--- config.mk ---
export PLATFORM = sky130hd
export DESIGN_NAME = acl_frame_tx
export DESIGN_NICKNAME = d
export VERILOG_FILES = /design/src/rtl/acl_tx_pkg.sv /design/src/rtl/acl_cmd_tag_enc.sv /design/src/rtl/acl_slot_fmt.sv /design/src/rtl/acl_frame_shifter.sv /design/src/rtl/acl_frame_tx.sv
export SDC_FILE = /design/constraint.sdc
export NUM_CORES = 1
export LEC_CHECK = 0
export ABC_CLOCK_PERIOD_IN_PS = 1900
export BUFFER_PORTS_ARGS = -buffer_cell sky130_fd_sc_hd__buf_2
export CORE_UTILIZATION = 32
export CTS_BUF_LIST = sky130_fd_sc_hd__clkbuf_2
export DETAILED_ROUTE_END_ITERATION = 10
export GPL_ROUTABILITY_DRIVEN = 0
export HOLD_SLACK_MARGIN = 0.1
export MAX_ROUTING_LAYER = met4
export PLACE_DENSITY = 0.57
export SYNTH_ARGS = -nofsm -noshare
export SYNTH_HDL_FRONTEND = slang
export SYNTH_SLANG_ARGS = --single-unit
--- constraint.sdc ---
create_clock -name clk -period 1.9 [get_ports clk]
set_input_delay 0.38 -clock clk [delete_from_list [all_inputs] [get_ports clk]]
set_output_delay 0.38 -clock clk [all_outputs]
set_load 0.02 [all_outputs]
--- src/rtl/acl_tx_pkg.sv ---
// Shared constants, types and helpers for the serial TDM frame builder.
// Assumes a fixed 16-bit tag followed by two command slots and ten data slots.
package acl_tx_pkg;
    localparam int SLOT_W     = 20;
    localparam int TAG_W      = 16;
    localparam int CMD_SLOTS  = 2;
    localparam int DATA_SLOTS = 10;
    localparam int ALL_SLOTS  = CMD_SLOTS + DATA_SLOTS;
    localparam int FRAME_W    = TAG_W + ALL_SLOTS * SLOT_W;
    localparam int IDX_W      = 7;
    localparam int REGD_W     = 16;
    localparam int ID_W       = 2;
    localparam int CNT_W      = $clog2(FRAME_W);
    localparam int IDX_PAD    = SLOT_W - 1 - IDX_W;
    localparam int REGD_PAD   = SLOT_W - REGD_W;
    localparam int DATA_BASE  = FRAME_W - TAG_W - CMD_SLOTS * SLOT_W;

    typedef enum logic [1:0] {
        WID_16  = 2'b00,
        WID_18  = 2'b01,
        WID_20  = 2'b10,
        WID_20B = 2'b11
    } width_e;

    typedef struct packed {
        logic              valid;
        logic              read;
        logic [IDX_W-1:0]  index;
        logic [REGD_W-1:0] wdata;
    } cmd_t;

    // Mask keeping the upper sample bits for the chosen width.
    function automatic logic [SLOT_W-1:0] width_mask(width_e w);
        logic [SLOT_W-1:0] ones;
        ones = '1;
        case (w)
            WID_16:  return ones << (SLOT_W - 16);
            WID_18:  return ones << (SLOT_W - 18);
            default: return ones;
        endcase
    endfunction
endpackage

--- src/rtl/acl_cmd_tag_enc.sv ---
// Tag and command-slot encoder.
// Builds the 16-bit tag word plus slot 1 (address/direction) and slot 2
// (write data) from the command, the codec ID and the data-slot valid flags.
// Assumes codec ID 00 addresses the primary codec; any other ID is secondary,
// which hides the command-slot valid bits and uses the ID field instead.
module acl_cmd_tag_enc
    import acl_tx_pkg::*;
(
    input  cmd_t                  cmd_i,
    input  logic [ID_W-1:0]       codec_id_i,
    input  logic [DATA_SLOTS-1:0] data_valid_i,
    output logic [TAG_W-1:0]      tag_o,
    output logic [SLOT_W-1:0]     slot1_o,
    output logic [SLOT_W-1:0]     slot2_o
);
    logic secondary;
    logic is_write;

    assign secondary = |codec_id_i;
    assign is_write  = cmd_i.valid & ~cmd_i.read;

    // Tag word: frame valid, command slot flags, data slot flags, codec ID.
    always_comb begin
        tag_o                = '0;
        tag_o[TAG_W-1]       = cmd_i.valid | (|data_valid_i);
        tag_o[TAG_W-2]       = cmd_i.valid & ~secondary;
        tag_o[TAG_W-3]       = is_write & ~secondary;
        for (int i = 0; i < DATA_SLOTS; i++) begin
            tag_o[TAG_W-4-i] = data_valid_i[i];
        end
        tag_o[ID_W-1:0]      = cmd_i.valid ? codec_id_i : '0;
    end

    // Slot 1: direction bit and register index, zero-filled below.
    always_comb begin
        if (cmd_i.valid) slot1_o = {cmd_i.read, cmd_i.index, {IDX_PAD{1'b0}}};
        else             slot1_o = '0;
    end

    // Slot 2: write data left-justified, zero for reads or no command.
    always_comb begin
        if (is_write) slot2_o = {cmd_i.wdata, {REGD_PAD{1'b0}}};
        else          slot2_o = '0;
    end
endmodule

--- src/rtl/acl_slot_fmt.sv ---
// Data-slot formatter.
// For each data slot, passes the sample when its valid flag is set and
// clears the trailing bits beyond the selected sample width; sends zeros
// otherwise. Purely combinational; one identical lane per slot.
module acl_slot_fmt
    import acl_tx_pkg::*;
(
    input  logic [DATA_SLOTS*SLOT_W-1:0] data_i,
    input  logic [DATA_SLOTS-1:0]        valid_i,
    input  width_e                       width_i,
    output logic [DATA_SLOTS*SLOT_W-1:0] slots_o
);
    logic [SLOT_W-1:0] mask;

    assign mask = width_mask(width_i);

    for (genvar g = 0; g < DATA_SLOTS; g++) begin : g_lane
        // One lane: gate by valid, trim to width.
        assign slots_o[g*SLOT_W +: SLOT_W] =
            valid_i[g] ? (data_i[g*SLOT_W +: SLOT_W] & mask) : '0;
    end
endmodule

--- src/rtl/acl_frame_shifter.sv ---
// Frame shifter and sync generator.
// Counts bit positions 0..FRAME_W-1; at position 0 it captures the whole
// assembled frame and emits its MSB, then emits one bit per clock.
// Sync is high while positions 0..TAG_W-1 are on the line.
// Assumes frame_i is stable in the cycle where position 0 is taken.
module acl_frame_shifter
    import acl_tx_pkg::*;
(
    input  logic               clk,
    input  logic               rst_n,
    input  logic [FRAME_W-1:0] frame_i,
    output logic               sync_o,
    output logic               sdata_o
);
    localparam logic [CNT_W-1:0] LAST_POS = CNT_W'(FRAME_W - 1);
    localparam logic [CNT_W-1:0] TAG_LEN  = CNT_W'(TAG_W);

    logic [CNT_W-1:0]   pos;
    logic [FRAME_W-1:0] shreg;

    // Bit position counter, wraps at the frame length.
    always_ff @(posedge clk) begin
        if (!rst_n)               pos <= '0;
        else if (pos == LAST_POS) pos <= '0;
        else                      pos <= pos + CNT_W'(1);
    end

    // Shift register: load a fresh frame at position 0, else shift left.
    always_ff @(posedge clk) begin
        if (!rst_n)        shreg <= '0;
        else if (pos == 0) shreg <= {frame_i[FRAME_W-2:0], 1'b0};
        else               shreg <= {shreg[FRAME_W-2:0], 1'b0};
    end

    // Serial data output register, MSB of the current frame first.
    always_ff @(posedge clk) begin
        if (!rst_n)        sdata_o <= 1'b0;
        else if (pos == 0) sdata_o <= frame_i[FRAME_W-1];
        else               sdata_o <= shreg[FRAME_W-1];
    end

    // Sync output register, high for the tag positions.
    always_ff @(posedge clk) begin
        if (!rst_n) sync_o <= 1'b0;
        else        sync_o <= (pos < TAG_LEN);
    end
endmodule

--- src/rtl/acl_frame_tx.sv ---
// Top of the serial TDM output frame builder.
// Joins the tag/command encoder and the data-slot formatter into one
// FRAME_W-bit word (tag, slot 1, slot 2, slots 3..12 from MSB down) and
// hands it to the shifter, which captures it at each frame start.
// Assumes clk is the link bit clock and rst_n is synchronous to it.
module acl_frame_tx
    import acl_tx_pkg::*;
(
    input  logic                         clk,
    input  logic                         rst_n,
    input  logic                         cmd_valid_i,
    input  logic                         cmd_read_i,
    input  logic [IDX_W-1:0]             cmd_index_i,
    input  logic [REGD_W-1:0]            cmd_wdata_i,
    input  logic [ID_W-1:0]              codec_id_i,
    input  logic [1:0]                   width_sel_i,
    input  logic [DATA_SLOTS-1:0]        data_valid_i,
    input  logic [DATA_SLOTS*SLOT_W-1:0] data_i,
    output logic                         sync_o,
    output logic                         sdata_o
);
    cmd_t                         cmd;
    logic [TAG_W-1:0]             tag_w;
    logic [SLOT_W-1:0]            slot1_w;
    logic [SLOT_W-1:0]            slot2_w;
    logic [DATA_SLOTS*SLOT_W-1:0] fmt_w;
    logic [FRAME_W-1:0]           frame_w;

    assign cmd = '{valid: cmd_valid_i, read: cmd_read_i,
                   index: cmd_index_i, wdata: cmd_wdata_i};

    acl_cmd_tag_enc u_tag (
        .cmd_i        (cmd),
        .codec_id_i   (codec_id_i),
        .data_valid_i (data_valid_i),
        .tag_o        (tag_w),
        .slot1_o      (slot1_w),
        .slot2_o      (slot2_w)
    );

    acl_slot_fmt u_fmt (
        .data_i  (data_i),
        .valid_i (data_valid_i),
        .width_i (width_e'(width_sel_i)),
        .slots_o (fmt_w)
    );

    // Frame assembly: tag and command slots on top, slot 3 first below them.
    always_comb begin
        frame_w[FRAME_W-1 -: TAG_W]                   = tag_w;
        frame_w[FRAME_W-TAG_W-1 -: SLOT_W]            = slot1_w;
        frame_w[FRAME_W-TAG_W-SLOT_W-1 -: SLOT_W]     = slot2_w;
        for (int i = 0; i < DATA_SLOTS; i++) begin
            frame_w[DATA_BASE-1-i*SLOT_W -: SLOT_W] = fmt_w[i*SLOT_W +: SLOT_W];
        end
    end

    acl_frame_shifter u_shift (
        .clk     (clk),
        .rst_n   (rst_n),
        .frame_i (frame_w),
        .sync_o  (sync_o),
        .sdata_o (sdata_o)
    );
endmodule

==> flow_summary.ini, run 1 <==
[outcome]
status = complete, no violations

[global_routing]
grt_pass1_wl_um = 38400
grt_use_met2 = 0.301
antenna_found_initial = 2
overflow = 0
grtUsageMet1 = 0.216
grt_pass1_vias = 7841
use_met3 = 0.0505
grt_use_total = 0.186
top_usage_layer = met2
grt_max_degree = 58

[setup_path]
cp-start-kind = flip-flop
path_max_fanout = 10
endpoint_kind = flip-flop
required_ps = 2600
cp.arrival_ps = 2550
worstSetupPathType = reg -> reg
reg2reg_depth = 8

[final_layout]
layout_common_cells = 264 x dfxtp_1, 242 x buf_2, 240 x dlygate4sd3_1, 160 x a22o_1, 104 x clkbuf_2
layout_commonest_cell = dfxtp_1
drive_gt1_frac = 0.330
fin_nets = 1416
fin_util = 0.520
area_growth_pct = 57.7

[worst_hold_path]
hp-class = in -> reg
hold_depth = 5

[sta]
rsz0062_at_grt = yes
finalCriticalPeriod_ps = 1850
hold_violations = 0
setup_violations = 0
max_clock_freq_mhz = 542
slew-limit-headroom = 0.185
fin_skew_ps = 51.7
period_share = 0.971
drv_slew = 0
tightestPinTransition_ps = 1220
finalWorstSetupSlack_ps = 54.2

[logic_synthesis]
yosysUniqueCellTypes = 35
syn_inst = 648
syn_area_mm2 = 0.00840
yosysWarnings = 0
synth_nets = 891
synth_seq_cells = 265
ys_seq_area_frac = 0.632
syn_area_per_cell_um2 = 13.0

[floorplanning]
core_mm2 = 0.0255
dieArea_mm2 = 0.0269
die-width_um = 164
boundaryPins = 243
initial_core_util = 0.330
die_y_um = 164
rows = 58

[clocking]
cts_max_level = 3
cts_made_buffers = 70
clock_sinks = 265
clk_latency_ps = 790
cts_tree = done
cts_root_buffer = clkbuf_2
clock_path_buffers = 3
clk_pin_slew_ps = 110

[power]
irDropWorstVdd_v = 0.000495
p_leak_nw = 5.84
p_per_area_mw_per_mm2 = 863

[run]
cap_viol_max_count = 0

[drt]
route.detailed.drc = 0
wirelength_um = 24900
vias = 7392
via_per_inst = 4.77
drtIter0Drc = 413
drtPass1Iterations = 4
wire_per_inst_um = 16.1
antenna_left = 0

[placed_design]
pre_cts_slack_ps = 16.9
dp_hpwl_um = 13600
io_buffers = 242
## routing by layer
| metal | part of all wire | wire (um) |
|---|---|---|
| met1 | 0.43 | 10700 |
| met2 | 0.48 | 12000 |
| met3 | 0.060 | 1510 |
| met4 | 0.027 | 669 |
| met5 | 0 | 0 |
## power by group
part	switching [mW]	leakage [nW]	total [mW]	internal, mW
Clock	2.24	0.482	3.95	1.71
Sequential	0.0922	2.16	5.94	5.85
Combinational	0.648	3.20	1.53	0.882
Total	2.98	5.84	11.4	8.44
## critical path, stage by stage (launching register included)
cell     delay (ps)
dfxtp_2         340
inv_1            50
ha_1            140
or3b_4          410
buf_12          170
nor4_4          190
buf_4           190
buf_12          130
a32o_1          160
## area by class of cell
class	instances	area, um^2
sequential	265	5310
fill	2242	12200
antenna	2	5.00
multi-input combinational	307	2740
clock inverter	13	110
timing repair buffer	515	4090
tap	330	413
inverter	14	52.6
clock buffer	104	520
## sequential cells by signal, summed over array words and instances, names as in the netlist
| signal | count |
|---|---|
| u_shift.shreg | 255 |
| u_shift.pos | 8 |
| u_shift.sdata_o | 1 |
| u_shift.sync_o | 1 |
## cell families after synthesis
group,after synthesis,synth area share
buffers and inverters,76,0.0465
and+or+nand+nor,55,0.0525
AOI/OAI and AO/OA,247,0.263
xor gates and xnor gates,3,0.00313
DFF,265,0.632
adders and majority gates,2,0.00298
## what timing repair did
action	in CTS	in global routing
endpoints found under the hold margin	246	0
pin swaps	0	1
hold buffers	240	0
resized for setup	1	8
gates cloned	0	1
setup endpoints to repair	2	132
setup buffers	0	1
## synthesized netlist by cell type (all sizes together)
| cell | instances | area (um^2) |
|---|---|---|
| dfxtp | 265 | 5310 |
| a22o | 160 | 1400 |
| a32o | 67 | 671 |
| buf | 47 | 282 |
| and2 | 17 | 106 |
| clkbuf | 15 | 56.3 |
| inv | 14 | 52.6 |
| nor4 | 11 | 180 |
| a21o | 10 | 75.1 |
| nor2 | 7 | 26.3 |
| nand3 | 4 | 20.0 |
| a21oi | 3 | 15.0 |
| nand2 | 3 | 11.3 |
| o21ai | 3 | 15.0 |
| or3 | 3 | 18.8 |
| or4 | 3 | 22.5 |
| ha | 2 | 25.0 |
| nor3 | 2 | 21.3 |
| xor2 | 2 | 17.5 |
| a211oi | 1 | 7.51 |
| and3 | 1 | 6.26 |
| nand4 | 1 | 6.26 |
| nor2b | 1 | 6.26 |
| o21a | 1 | 7.51 |
| o21ba | 1 | 10.0 |
| o31ai | 1 | 7.51 |
| or2 | 1 | 6.26 |
| or3b | 1 | 8.76 |
| xnor2 | 1 | 8.76 |
## path summary, 6_finish.rpt
kind                                                    start                             to  slack, ps
worst max-delay path                u_shift.pos[0]$_SDFF_PP0_  u_shift.shreg[142]$_SDFF_PN0_         50
worst min-delay path                          data_valid_i[1]  u_shift.shreg[252]$_SDFF_PN0_        220
worst max register to register      u_shift.pos[0]$_SDFF_PP0_  u_shift.shreg[142]$_SDFF_PN0_         50
worst min register to register  u_shift.shreg[249]$_SDFF_PN0_  u_shift.shreg[250]$_SDFF_PN0_        410
## stage by stage
stage / hold WS, ps / cells / area [um^2] / power, mW / setup TNS (ps)
floorplan: 403 / 648 / 8400 / 6.65 / 0
global placement: 412 / 1189 / 10100 / 7.14 / 0
detailed placement: 412 / 1189 / 10100 / 7.15 / 0
CTS: 104 / 1546 / 13200 / 11.6 / 0
global route: 107 / 1550 / 13200 / 12.1 / -8.04
finish: 220 / 1550 / 13200 / 11.4 / 0
(Power assumes the default switching activity.)
==> run 2: changes to the inputs <==
--- a/config.mk
+++ b/config.mk
@@ -5,7 +5,7 @@
 export SDC_FILE = /design/constraint.sdc
 export NUM_CORES = 1
 export LEC_CHECK = 0
-export ABC_CLOCK_PERIOD_IN_PS = 1900
+export ABC_CLOCK_PERIOD_IN_PS = 2200
 export BUFFER_PORTS_ARGS = -buffer_cell sky130_fd_sc_hd__buf_2
 export CORE_UTILIZATION = 32
 export CTS_BUF_LIST = sky130_fd_sc_hd__clkbuf_2
@@ -13,7 +13,8 @@
 export GPL_ROUTABILITY_DRIVEN = 0
 export HOLD_SLACK_MARGIN = 0.1
 export MAX_ROUTING_LAYER = met4
-export PLACE_DENSITY = 0.57
+export PLACE_DENSITY = 0.55
+export RECOVER_POWER = 25
 export SYNTH_ARGS = -nofsm -noshare
 export SYNTH_HDL_FRONTEND = slang
 export SYNTH_SLANG_ARGS = --single-unit
==> constraint.sdc (replaced) <==
create_clock -name clk -period 2.2 [get_ports clk]
set_input_delay 0.44 -clock clk [delete_from_list [all_inputs] [get_ports clk]]
set_output_delay 0.44 -clock clk [all_outputs]
set_load 0.02 [all_outputs]
==> run 2 against run 1 <==
Against the previous run: die area did not move; first-iteration DRC count is 11% higher; flip-flop and latch count is the same; non-clock buffer count decreased by 17; clock skew grew 0.53 ps; critical path depth shrank 2; combinational power down 22%; global-route usage down 0.55 points; clock power decreased by 18%; register-to-register slack better by 120 ps; sequential power shrank 14%; critical path type unchanged; largest power group unchanged.
==> flow_summary.ini, run 2 (synthesis results as in run 1) <==
[sta]
max_clock_freq_mhz = 492
rsz0062_at_grt = no
hold_violations = 0
slew-limit-headroom = 0.134
setup_violations = 0
period_share = 0.923
tightestPinTransition_ps = 1300
fin_skew_ps = 52.2
finalWorstSetupSlack_ps = 170
drv_slew = 0
holdWs_ps = 215
finalSetupTns_ps = 0
finalCriticalPeriod_ps = 2030

[setup_path]
rr_endpoint = u_shift.shreg[133]$_SDFF_PN0_
required_ps = 2820
path_max_fanout = 146
rrSetupSlack_ps = 170
cp-start-kind = flip-flop
endpoint_kind = flip-flop
reg2reg_depth = 6
regToRegStartpoint = u_shift.pos[1]$_SDFF_PP0_
cp.arrival_ps = 2650
worstSetupPathType = reg -> reg

[floorplanning]
die_y_um = 164
boundaryPins = 243
dieArea_mm2 = 0.0269
core_mm2 = 0.0255
die-width_um = 164
initial_core_util = 0.330
rows = 58

[power]
p_per_area_mw_per_mm2 = 747
irDropWorstVdd_v = 0.000400
switching_share = 0.266
switchingPower_mw = 2.54
pwr-share-seq = 0.535
p_leak_nw = 5.66
combPwrFrac = 0.125
p_int_mw = 7.04
power.share.clock = 0.339

[final_layout]
drive_gt1_frac = 0.314
finish.instance_area_mm2 = 0.0128
top_regs = u_shift.shreg x255, u_shift.pos x8
fin_nets = 1400
area_growth_pct = 52.8
layout_commonest_cell = dfxtp_1
largest_reg_flops = 255
regMostFlops = u_shift.shreg
fin_util = 0.504
layout_common_cells = 265 x dfxtp_1, 240 x buf_2, 233 x dlygate4sd3_1, 160 x a22o_1, 101 x clkbuf_2

[clocking]
clock_sinks = 265
cts_made_buffers = 71
clk_latency_ps = 790
cts_max_level = 3
cts_root_buffer = clkbuf_2
cts_resized = 0
clk_pin_slew_ps = 100
cts_tree = done
clock_path_buffers = 3

[global_routing]
grt_use_total = 0.181
grt_max_degree = 147
grt_pass1_vias = 7685
antenna_found_initial = 4
grt_pass1_wl_um = 37300
overflow = 0

[drt]
route.detailed.drc = 0
antenna_left = 0
wirelength_um = 24000
drtPass1Iterations = 4
wire_per_inst_um = 15.6
drtIter0Drc = 457
via_per_inst = 4.74
vias = 7263

[placed_design]
pre_cts_slack_ps = 280
dp_hpwl_um = 13200
io_buffers = 242
dpl-instance-area_mm2 = 0.00995

[outcome]
status = complete, no violations

[worst_hold_path]
hold_start = data_valid_i[4]
hp-class = in -> reg
hold-path-endpoint = u_shift.sdata_o$_SDFF_PN0_
hold_depth = 4

[run]
cap_viol_max_count = 0
==> run 2: changes by cell type in the layout (fill, tap and decap cells not counted), moves of 4 or more <==
| cell | delta |
|---|---|
| and2_0 | +4 |
| dlygate4sd3_1 | -7 |
| buf_12 | -11 |
| and2_1 | -4 |
| clkbuf_1 | +4 |
| clkinv_1 | +5 |
==> run 2: final cells by class <==
cell class,count,area [um^2]
inverters,14,52.6
diodes,4,10.0
clock inverters,16,88.8
fillers,2264,12600
repair buffers,498,3760
well taps,330,413
multi-input cells,307,2700
clock buffers,99,495
flip-flops and latches,265,5310
==> run 2: stage by stage <==
stage	total power, mW	cells
after floorplan	5.74	648
after global placement	6.11	1181
after detailed placement	6.11	1181
after CTS	9.74	1529
after global routing	10.1	1533
final	9.58	1533
==> run 2: layer usage <==
metal | vias up | track usage | routed length, um
met5 | - | - | 0
met4 | 0 | 0.0779 | 599
met3 | 57 | 0.0508 | 1680
met2 | 275 | 0.289 | 11300
met1 | 3398 | 0.212 | 10400
li1 | 3533 | - | -
==> run 2: worst max-delay path: stages (launching register included) <==
cell and delay, ps:
dfxtp_1 350, inv_1 60, ha_1 120, or3b_1 400, o21a_4 250, buf_12 240
a22o_1 350
==> run 2: how the worst max path moves through the flow <==
| stage | endpoint | from | slack, ps | depth (start not counted) |
|---|---|---|---|---|
| 6_report | u_shift.shreg[133]$_SDFF_PN0_ | u_shift.pos[1]$_SDFF_PP0_ | 170 | 6 |
| 5_1_grt | u_shift.shreg[21]$_SDFF_PN0_ | u_shift.pos[1]$_SDFF_PP0_ | 30 | 7 |
| 4_1_cts | u_shift.shreg[61]$_SDFF_PN0_ | u_shift.pos[1]$_SDFF_PP0_ | 240 | 7 |
| 3_5_place_dp | u_shift.shreg[62]$_SDFF_PN0_ | u_shift.pos[1]$_SDFF_PP0_ | 280 | 7 |
| 3_3_place_gp | u_shift.shreg[96]$_SDFF_PN0_ | u_shift.pos[1]$_SDFF_PP0_ | 280 | 6 |
| 2_1_floorplan | u_shift.shreg[183]$_SDFF_PN0_ | u_shift.pos[0]$_SDFF_PP0_ | 280 | 9 |
==> run 2: repair_timing <==
action                                 in CTS  in global routing
hold buffers                              233                  0
endpoints found under the hold margin     236                  0
buffers inserted                            0                  0
==> run 2: power groups by stage <==
stage          Sequential (mW)  Combinational (mW)  Clock [mW]
5_1_grt                   5.16                1.30        3.66
2_1_floorplan             5.22               0.524           0
4_1_cts                   5.13                1.20        3.41
6_report                  5.13                1.20        3.25
3_5_place_dp              5.24               0.875           0
3_3_place_gp              5.24               0.872           0
